### src/rtl/ffbus_pkg.sv
`timescale 1ns/1ps
package ffbus_pkg;
   typedef enum logic [0:0] {
      TM_DISCH = 1'b0,
      TM_COUNT = 1'b1
   } tm_state_e;
endpackage

### src/rtl/ffbus_timer.sv
`timescale 1ns/1ps
// Charge-time measurement on one of two redundant RC timers.
module ffbus_timer
   import ffbus_pkg::*;
#(
   parameter int CNT_W     = 14,
   parameter int CNT_MIN   = 100,
   parameter int CNT_MAX   = 12000,
   parameter int DISCH_CYC = 40
) (
   input  logic             clk_i,
   input  logic             rst_ni,
   input  logic             pcyc_i,
   input  logic [1:0]       cmp_i,
   output logic [1:0]       dis_o,
   output logic             vld_o,
   output logic             ok_o,
   output logic [CNT_W-1:0] cnt_o
);
   localparam int DW = $clog2(DISCH_CYC + 1);

   tm_state_e        state_q;
   logic             sel_q;
   logic [DW-1:0]    dcnt_q;
   logic [CNT_W-1:0] cnt_q;
   logic             trip;

   assign trip  = cmp_i[sel_q];
   assign dis_o = (state_q == TM_DISCH) ? (sel_q ? 2'b10 : 2'b01) : 2'b00;

   always_ff @(posedge clk_i or negedge rst_ni) begin
      if (!rst_ni) begin
         state_q <= TM_DISCH;
         sel_q   <= 1'b0;
         dcnt_q  <= '0;
         cnt_q   <= '0;
         vld_o   <= 1'b0;
         ok_o    <= 1'b0;
         cnt_o   <= '0;
      end else begin
         vld_o <= 1'b0;
         if (pcyc_i) begin
            sel_q   <= ~sel_q;
            state_q <= TM_DISCH;
            dcnt_q  <= '0;
            cnt_q   <= '0;
         end else begin
            unique case (state_q)
               TM_DISCH: begin
                  if (dcnt_q == DW'(DISCH_CYC - 1)) begin
                     state_q <= TM_COUNT;
                     dcnt_q  <= '0;
                     cnt_q   <= '0;
                  end else begin
                     dcnt_q <= dcnt_q + 1'b1;
                  end
               end
               TM_COUNT: begin
                  if (trip) begin
                     vld_o   <= 1'b1;
                     ok_o    <= (cnt_q >= CNT_W'(CNT_MIN));
                     cnt_o   <= cnt_q;
                     state_q <= TM_DISCH;
                  end else if (cnt_q == CNT_W'(CNT_MAX)) begin
                     vld_o   <= 1'b1;
                     ok_o    <= 1'b0;
                     cnt_o   <= cnt_q;
                     state_q <= TM_DISCH;
                  end else begin
                     cnt_q <= cnt_q + 1'b1;
                  end
               end
               default: state_q <= TM_DISCH;
            endcase
         end
      end
   end
endmodule

### src/rtl/ffbus_width.sv
`timescale 1ns/1ps
// Count to pulse width: gain, signed trim, clamp, hold on bad result.
module ffbus_width #(
   parameter int CNT_W      = 14,
   parameter int OFS_W      = 8,
   parameter int PW         = 12,
   parameter int GAIN       = 1,
   parameter int GAIN_SHIFT = 1,
   parameter int WMIN       = 2000,
   parameter int WMAX       = 3800
) (
   input  logic                    clk_i,
   input  logic                    rst_ni,
   input  logic                    vld_i,
   input  logic                    ok_i,
   input  logic [CNT_W-1:0]        cnt_i,
   input  logic signed [OFS_W-1:0] ofs_i,
   output logic [PW-1:0]           pend_o,
   output logic                    have_o,
   output logic                    err_o
);
   int scaled, trimmed, clipped;

   always_comb begin
      scaled  = (int'(cnt_i) * GAIN) >>> GAIN_SHIFT;
      trimmed = scaled + int'(ofs_i);
      if (trimmed < WMIN)      clipped = WMIN;
      else if (trimmed > WMAX) clipped = WMAX;
      else                     clipped = trimmed;
   end

   always_ff @(posedge clk_i or negedge rst_ni) begin
      if (!rst_ni) begin
         pend_o <= PW'(WMIN);
         have_o <= 1'b0;
         err_o  <= 1'b0;
      end else if (vld_i) begin
         err_o <= ~ok_i;
         if (ok_i) begin
            pend_o <= PW'(clipped);
            have_o <= 1'b1;
         end
      end
   end
endmodule

### src/rtl/ffbus_phase.sv
`timescale 1ns/1ps
// One switching stage: period counter, boundary load, dead-time gating.
module ffbus_phase #(
   parameter int PERIOD = 4000,
   parameter int PW     = 12,
   parameter int DEAD   = 20,
   parameter int START  = 0
) (
   input  logic          clk_i,
   input  logic          rst_ni,
   input  logic [PW-1:0] pend_i,
   input  logic          have_i,
   input  logic          bypass_i,
   input  logic          hs_kill_i,
   input  logic          ls_kill_i,
   output logic          hs_o,
   output logic          ls_o
);
   logic [PW-1:0] ctr_q;
   logic [PW-1:0] act_w_q;
   logic          act_on_q;
   logic          wrap;
   logic          hs_n, ls_n;

   assign wrap = (ctr_q == PW'(PERIOD - 1));

   always_comb begin
      hs_n = bypass_i |
             (act_on_q && (ctr_q >= PW'(DEAD)) && (ctr_q < act_w_q));
      ls_n = ~bypass_i && act_on_q &&
             ({1'b0, ctr_q} >= ({1'b0, act_w_q} + (PW+1)'(DEAD)));
   end

   always_ff @(posedge clk_i or negedge rst_ni) begin
      if (!rst_ni) begin
         ctr_q    <= PW'(START);
         act_w_q  <= '0;
         act_on_q <= 1'b0;
         hs_o     <= 1'b0;
         ls_o     <= 1'b0;
      end else begin
         ctr_q <= wrap ? '0 : ctr_q + 1'b1;
         if (wrap) begin
            act_w_q  <= pend_i;
            act_on_q <= have_i;
         end
         hs_o <= hs_n & ~hs_kill_i;
         ls_o <= ls_n & ~ls_kill_i;
      end
   end
endmodule

### src/rtl/ffbus_pwm.sv
`timescale 1ns/1ps
module ffbus_pwm #(
   parameter int PERIOD     = 4000,
   parameter int DEAD       = 20,
   parameter int DMIN_PCT   = 50,
   parameter int DMAX_PCT   = 95,
   parameter int DISCH_CYC  = 40,
   parameter int CNT_W      = 14,
   parameter int CNT_MIN    = 100,
   parameter int CNT_MAX    = 12000,
   parameter int GAIN       = 1,
   parameter int GAIN_SHIFT = 1,
   parameter int OFS_W      = 8
) (
   input  logic                    clk_i,
   input  logic                    rst_ni,
   input  logic [1:0]              cmp_i,
   output logic [1:0]              dis_o,
   input  logic                    pcyc_i,
   input  logic signed [OFS_W-1:0] ofs_i,
   input  logic                    bypass_i,
   input  logic [1:0]              ov_i,
   input  logic [1:0]              ls_dis_i,
   input  logic                    hs_dis_b_i,
   output logic [1:0]              hs_o,
   output logic [1:0]              ls_o,
   output logic                    err_o
);
   localparam int HALF = PERIOD / 2;
   localparam int WMIN = PERIOD * DMIN_PCT / 100;
   localparam int WMAX = PERIOD * DMAX_PCT / 100;
   localparam int PW   = $clog2(PERIOD + 1);

   if (PERIOD % 2 != 0) begin : g_bad_period
      $error("PERIOD must be even for half-period interleave");
   end
   if (WMIN <= DEAD) begin : g_bad_wmin
      $error("minimum width must exceed the dead time");
   end
   if (WMAX + DEAD >= PERIOD) begin : g_bad_wmax
      $error("maximum width plus dead time must stay below PERIOD");
   end
   if (CNT_MAX >= (1 << CNT_W) || CNT_MIN > CNT_MAX) begin : g_bad_cnt
      $error("count window does not fit CNT_W");
   end
   if (GAIN < 1 || GAIN > 255 || DISCH_CYC < 1) begin : g_bad_misc
      $error("GAIN or DISCH_CYC out of range");
   end

   logic             res_vld, res_ok;
   logic [CNT_W-1:0] res_cnt;
   logic [PW-1:0]    pend_w;
   logic             have_w;
   logic             ov_any;
   logic [1:0]       hs_kill;

   assign ov_any = |ov_i;

   ffbus_timer #(
      .CNT_W(CNT_W), .CNT_MIN(CNT_MIN), .CNT_MAX(CNT_MAX), .DISCH_CYC(DISCH_CYC)
   ) i_timer (
      .clk_i(clk_i), .rst_ni(rst_ni), .pcyc_i(pcyc_i), .cmp_i(cmp_i),
      .dis_o(dis_o), .vld_o(res_vld), .ok_o(res_ok), .cnt_o(res_cnt)
   );

   ffbus_width #(
      .CNT_W(CNT_W), .OFS_W(OFS_W), .PW(PW), .GAIN(GAIN),
      .GAIN_SHIFT(GAIN_SHIFT), .WMIN(WMIN), .WMAX(WMAX)
   ) i_width (
      .clk_i(clk_i), .rst_ni(rst_ni), .vld_i(res_vld), .ok_i(res_ok),
      .cnt_i(res_cnt), .ofs_i(ofs_i), .pend_o(pend_w), .have_o(have_w),
      .err_o(err_o)
   );

   for (genvar g = 0; g < 2; g++) begin : g_ph
      localparam int START = (g == 0) ? 0 : PERIOD - HALF;
      assign hs_kill[g] = ov_any | ((g == 1) && hs_dis_b_i);
      ffbus_phase #(
         .PERIOD(PERIOD), .PW(PW), .DEAD(DEAD), .START(START)
      ) i_phase (
         .clk_i(clk_i), .rst_ni(rst_ni), .pend_i(pend_w), .have_i(have_w),
         .bypass_i(bypass_i), .hs_kill_i(hs_kill[g]), .ls_kill_i(ls_dis_i[g]),
         .hs_o(hs_o[g]), .ls_o(ls_o[g])
      );
   end
endmodule

### config.mk
export PLATFORM = sky130hd
export DESIGN_NAME = ffbus_pwm
export DESIGN_NICKNAME = d
export VERILOG_FILES = /design/src/rtl/ffbus_pkg.sv /design/src/rtl/ffbus_timer.sv /design/src/rtl/ffbus_width.sv /design/src/rtl/ffbus_phase.sv /design/src/rtl/ffbus_pwm.sv
export SDC_FILE = /design/constraint.sdc
export NUM_CORES = 1
export LEC_CHECK = 0
export ABC_AREA = 0
export BUFFER_PORTS_ARGS = -buffer_cell sky130_fd_sc_hd__buf_2
export CAP_MARGIN = 20
export CORE_MARGIN = 2
export CORE_UTILIZATION = 30
export CTS_CLUSTER_DIAMETER = 100
export DETAILED_ROUTE_END_ITERATION = 8
export GPL_ROUTABILITY_DRIVEN = 0
export HOLD_SLACK_MARGIN = 0.1
export PLACE_DENSITY = 0.5
export SYNTH_ARGS = -nofsm -noshare
export SYNTH_HDL_FRONTEND = slang
export SYNTH_SLANG_ARGS = --single-unit
### constraint.sdc
create_clock -name clk_i -period 3.1 [get_ports clk_i]
set_input_delay 0.62 -clock clk_i [delete_from_list [all_inputs] [get_ports clk_i]]
set_output_delay 0.62 -clock clk_i [all_outputs]
set_load 0.01 [all_outputs]
======== Word level (Yosys, flattened, before mapping) ========
Index checks and enable logic that the tools add are counted.
W data, S select, Z words.
operators by class
  add/subtract/negate cells ............... 7
  $lt $le $gt $ge ......................... 10
  equality and inequality tests ........... 8
  multiplexer cells ....................... 29
  bitwise gates (word level) .............. 16
  reduce and logical (&&, ||, !) cells .... 13
operators with widths
  operator                 number
  $mux W14                 6
  $mux W12                 4
  $pmux W14 S2             1
  $add A12 B5 Y13 const B  2
  $ge A12 B13 Y1           2
  $add A12 B1 Y12 const B  2
  $eq A12 B12 Y1 const B   2
  $ge A12 B5 Y1 const B    2
  $lt A12 B12 Y1           2
  $mux W6                  3
  $add A14 B8 Y15          1
  $gt A15 B13 Y1 const B   1
  $lt A15 B12 Y1 const B   1
  $add A14 B1 Y14 const B  1
  $eq A14 B14 Y1 const B   1
  $ge A14 B7 Y1 const B    1
  $mux W1                  12
  $ne A3 B3 Y1 const B     3
  $not A1 Y1               9
  $logic_and A1 B1 Y1      8
  $add A6 B1 Y6 const B    1
  $eq A6 B6 Y1 const B     1
  $reduce_and A3 Y1        2
  $and A1 B1 Y1            4
  8 further kinds          11
word-level totals
  bits in registers ....................... 106
  output and inout port bits .............. 7
  word-level logic and storage cells ...... 103

======== Depth between registers and ports, before layout ========
  depth in word-level cells ............... 5
  gate-level depth with buffers ........... 11

======== Cells and area by module ========
Synthesis repeated with hierarchy kept, for this count alone.
unflattened totals
  cells, all modules ...................... 718
  area total of the unflattened synthesis .. 6,976.7 um2
modules (own cells, without submodules)
  module                         instances  cells each  area an instance (um2)
  ffbus_timer                    1          176         1,916.8
  ffbus_phase (g_ph[0].i_phase)  1          200         1,818.0
  ffbus_phase (g_ph[1].i_phase)  1          192         1,810.5
  ffbus_width                    1          148         1,418.9
  ffbus_pwm                      1          2           12.5

======== Worst setup path after synthesis ========
OpenSTA, ideal clock, no wires.
  path kind ............................... input-to-reg
  start ................................... input ofs_i[0]
  end ..................................... register i_width.pend_o[0]
  data arrival time ....................... 3.254 ns
  data required time ...................... 3.033 ns
  slack ................................... -0.221 ns
  stages .................................. 10
  path buffers ............................ 0
  cell sequence ........................... ha_1 fa_1 a211o_1 a2111oi_4 o21bai_2 mux2i_1 o21bai_1 o41a_1 nor4_4 a22o_1
between the ends
  word-level cells in the longest chain between the ends .. 4
  elaborated cells on any way between the ends .. 5
  those cells by class .................... 1 x add/sub; 2 x order compare; 2 x mux
ends and longest elaborated chain
  what                    line               RTL
  start: declaration      ffbus_pwm.sv:20    input logic signed [OFS_W-1:0] ofs_i,
  $add A14 B8 Y15 *       ffbus_width.sv:26  trimmed = scaled + int'(ofs_i);
  $gt A15 B13 Y1          ffbus_width.sv:28  else if (trimmed > WMAX) clipped = WMAX;
  $mux W12                ffbus_width.sv:28
  $mux W12 *              ffbus_width.sv:27  if (trimmed < WMIN) clipped = WMIN;
  end signal: assignment  ffbus_width.sv:34  pend_o <= PW'(WMIN);
  end signal: assignment  ffbus_width.sv:40  pend_o <= PW'(clipped);
  end: declaration        ffbus_width.sv:18  output logic [PW-1:0] pend_o,
Mark *: on every way between the ends. The rest lies on a longest branch, timed or not.
A chain may end at the register's enable or synchronous reset.

======== Worst setup path after layout ========
  start ................................... register i_timer.cnt_o[1]
  end ..................................... register i_width.pend_o[1]
between the ends
  word-level cells in the longest chain between the ends .. 4
  elaborated cells on any way between the ends .. 5
  those cells by class .................... 1 x add/sub; 2 x order compare; 2 x mux
ends and longest elaborated chain
  what                      line               RTL
  start: declaration        ffbus_timer.sv:18  output logic [CNT_W-1:0] cnt_o
  start signal: assignment  ffbus_timer.sv:62  cnt_o <= cnt_q;
  start signal: assignment  ffbus_timer.sv:67  cnt_o <= cnt_q;
  $add A14 B8 Y15 *         ffbus_width.sv:26
  $gt A15 B13 Y1            ffbus_width.sv:28
  $mux W12                  ffbus_width.sv:28
  $mux W12 *                ffbus_width.sv:27
Marks and branches as above.

==> metrics.yaml <==
logic_synthesis:
  synth-edff-count: 0
  yosys_warnings: 0
  netlist_area_sq_um: 6520
  syn_inst: 702
  synth_flop_cell: "dfrtp_1"
  ys_async_sr_fraction_pct: 100
  yosys.area_share.simple_pct: 18.5
  ys_ff_latch: 105
  synth_compound_area_share_pct: 15.3
  synth_top_family_by_area: "simple AND/OR/NAND/NOR gates"
  ys_seq_area_share_pct: 40.5
  syn-num-nets: 789
  muxShareOfSynthArea_pct: 0.998
  synth_cell_type_count: 57
  synth_area_per_cell_sq_um: 9.29
  synthAdderAreaFrac_pct: 13.2
  synth_xor_area_share_pct: 7.66
job:
  maxCapViolCount: 0
sta:
  hold_viol_final: 0
  fmax_mhz: 323
  finalCritPeriodShare_pct: 100
  period_needed_ps: 3100
  rsz0062_at_grt: "true"
  tightest_slew_ps: 506
  setup_viol: 0
  fin_skew_ps: 8.25
  final_max_slew_viol_count: 0
  max-slew-margin-rel_pct: 65.8
place:
  dp_hpwl_mm: 10.7
  io_buffers: 25
  dp.cells: 1012
detailed_routing:
  wl_per_cell_um: 13.8
  antenna_left: 0
  num_vias: 4972
  dr.pass1.iters: 4
  routed_wl_mm: 14.3
  drt-initial-drc-count: 140
  avgViaCountPerCell: 4.80
  drc: 0
grt:
  grt.total_usage_pct: 13.6
  grt_start_max_net_pins: 72
  grt_overflow: 0
  grt_pass1_vias: 5031
  antenna_found_initial: 0
  grt_pass1_wl_mm: 24.8
clock_tree:
  clk_pin_slew_ps: 80
  numCtsBuffers: 9
  cts_root_buffer: "clkbuf_16"
  clk_path_buf_depth: 2
  clock_sinks: 105
  cts_tree: "built"
  worstSkewPairLatency_ps: 360
  htreeDepth: 3
final_layout:
  area_delta_synth_final_pct: 16.3
  antenna_cells: 0
  fillers: 2203
  finalNetCount: 843
  final_core_util_pct: 35.8
  layout_commonest_cell: "dfrtp_1"
  layout-drive-gt1-share_pct: 14.2
  layout_common_cells: "93 x dfrtp_1, 86 x nand2_1, 66 x ha_1"
  finalNonFillerCells: 1036
pwr:
  power.total_uw: 2890
  clkPwrFrac_pct: 44.2
  p_int_uw: 2200
  peakVddDrop_uv: 301
  p_seq_share_pct: 48.6
  switching_power_uw: 691
  swShare_pct: 23.9
  p_leak_uw: 0.00348
  combPwrFrac_pct: 7.2
  power.density_nw_per_um2: 382
floorplan:
  rows: 53
  die_y_um: 151
  core-area_sq_um: 21200
  io_pins: 26
  dieWidth_um: 151
  die_area_sq_um: 22900
  start_util_pct: 30.8
setup_path:
  r2r_slack_ps: 0.9
  critPathTopFamily: "compound AO/OA/AOI/OAI gates"
  critPathKind: "flip-flop to flip-flop"
  path_depth: 12
  r2r_start: "i_timer.cnt_o[1]$_DFFE_PN0P_"
  slowest_delay_ps: 410
  rr_worst_depth: 12
  crit_buf_inv: 2
  worstPathMaxFanout: 4
  crit_chain: "ha_4 -> fa_2 -> a211o_1 -> buf_4 -> a211o_1 -> o21ai_0 -> xor2_1 -> o31a_1 -> o311ai_2 -> nor4_4 -> buf_4 -> a22o_1"
  end_kind: "flip-flop"
  r2r_end: "i_width.pend_o[1]$_DFFE_PN0P_"
  cp_data_required_time_ps: 3340
  crit_path_top_delay_cell: "dfrtp_1"
  startpoint_type: "flip-flop"
  critPathArrivalTime_ps: 3340
worst_hold_path:
  hp-class: "primary input to asynchronous set/reset pin"
status:
  status: "finished, final reports clean"
## timing repair
| item | CTS | global route |
|---|---|---|
| hold buffers | 0 | 0 |
| pin swaps | 9 | 3 |
| setup buffers | 7 | 1 |
| setup endpoints to repair | 11 | 12 |
| resized for setup | 3 | 3 |
## kinds of logic (layout without fill, tap and decap cells)
kind of cell    Yosys count  in the layout
compound gates          153            153
xor+xnor                 57             57
fa+ha+maj                68             68
buf+inv                  62            121
flops                   105            105
mux                       6              6
simple gates            251            251
## how the worst max path moves through the flow
stage | from | to | slack (ps)
3_3_place_gp | ofs_i[0] | i_width.pend_o[0]$_DFFE_PN0P_ | -480
3_5_place_dp | ofs_i[0] | i_width.pend_o[1]$_DFFE_PN0P_ | -530
5_1_grt | i_timer.cnt_o[1]$_DFFE_PN0P_ | i_width.pend_o[5]$_DFFE_PN0P_ | -170
6_report | i_timer.cnt_o[1]$_DFFE_PN0P_ | i_width.pend_o[1]$_DFFE_PN0P_ | 0.9
2_1_floorplan | ofs_i[0] | i_width.pend_o[0]$_DFFE_PN0P_ | -100
4_1_cts | i_timer.cnt_o[1]$_DFFE_PN0P_ | i_width.pend_o[1]$_DFFE_PN0P_ | -110
## routing by layer
| metal | global-route usage, % | vias to the layer above | routed length (um) |
|---|---|---|---|
| met5 | 0 | - | 0 |
| met4 | 2.66 | 0 | 94 |
| met3 | 3.34 | 7 | 370 |
| met2 | 23.7 | 41 | 6920 |
| met1 | 17.2 | 2363 | 6950 |
| li1 | - | 2561 | - |
## area by class of cell
cell class / instances / area [sq um] / share of cell area, %
multi-input combinational: 535 / 3680 / 48.5
sequential: 105 / 2640 / 34.9
timing repair buffer: 64 / 433 / 5.71
tap: 275 / 344 / 4.54
clock buffer: 10 / 229 / 3.02
inverter: 41 / 154 / 2.03
clock inverter: 6 / 98.8 / 1.30
## stage by stage
| step | setup TNS, ps | instance area (sq um) | setup slack [ps] | hold WS (ps) |
|---|---|---|---|---|
| after global placement | -4850 | 7170 | -476 | 462 |
| after global routing | -1330 | 7580 | -169 | 245 |
| final | 0 | 7580 | 0.872 | 219 |
| after floorplan | -778 | 6530 | -97.9 | 324 |
| after CTS | -716 | 7570 | -107 | 230 |
| after detailed placement | -5420 | 7170 | -531 | 470 |
## flip-flops by register name (all words and copies together), names as in the netlist, 2 cells and up
register               count
i_timer.dcnt_q             6
g_ph.i_phase.act_w_q      24
g_ph.i_phase.ls_o          2
g_ph.i_phase.ctr_q        24
i_timer.cnt_q             14
g_ph.i_phase.act_on_q      2
g_ph.i_phase.hs_o          2
i_width.pend_o            12
i_timer.cnt_o             13
## worst reg2reg max path, delay by kind of cell, from the launching register on
kind | cells | cell delay (ps)
AND/OR/NAND/NOR | 1 | 80
XOR/XNOR | 1 | 120
flip-flops | 1 | 410
buffers and inverters | 2 | 330
adder cells (fa/ha/maj) | 2 | 500
AO/OA/AOI/OAI | 6 | 1560
## Yosys cell counts, drive strengths merged, types with 5 or more instances
master  number  area, sq um
inv         41          154
dfrtp       93         2330
o21ai       47          235
dfstp       12          315
a22o         5         43.8
a21o        12         90.1
buf          6         37.5
nor2b        9         56.3
o21bai       9         71.3
o21a        11         82.6
nand4       14         87.6
nand3       24          120
nor3        17         85.1
a21oi       33          165
a211oi       7         52.6
and2         7         43.8
clkbuf      15         56.3
nand2b       6         37.5
xnor2       28          245
xor2        29          254
ha          67          838
nand2       86          323
and3         7         43.8
o211ai       6         45.0
nor2        56          210
## power groups by stage
stage               registers (uW)  clock network [uW]  logic [uW]
floorplan                     1430                   0         103
global placement              1430                   0         207
detailed placement            1430                   0         206
CTS                           1410                1340         212
global route                  1410                1390         237
finish                        1410                1280         207
(Power assumes the default switching activity.)
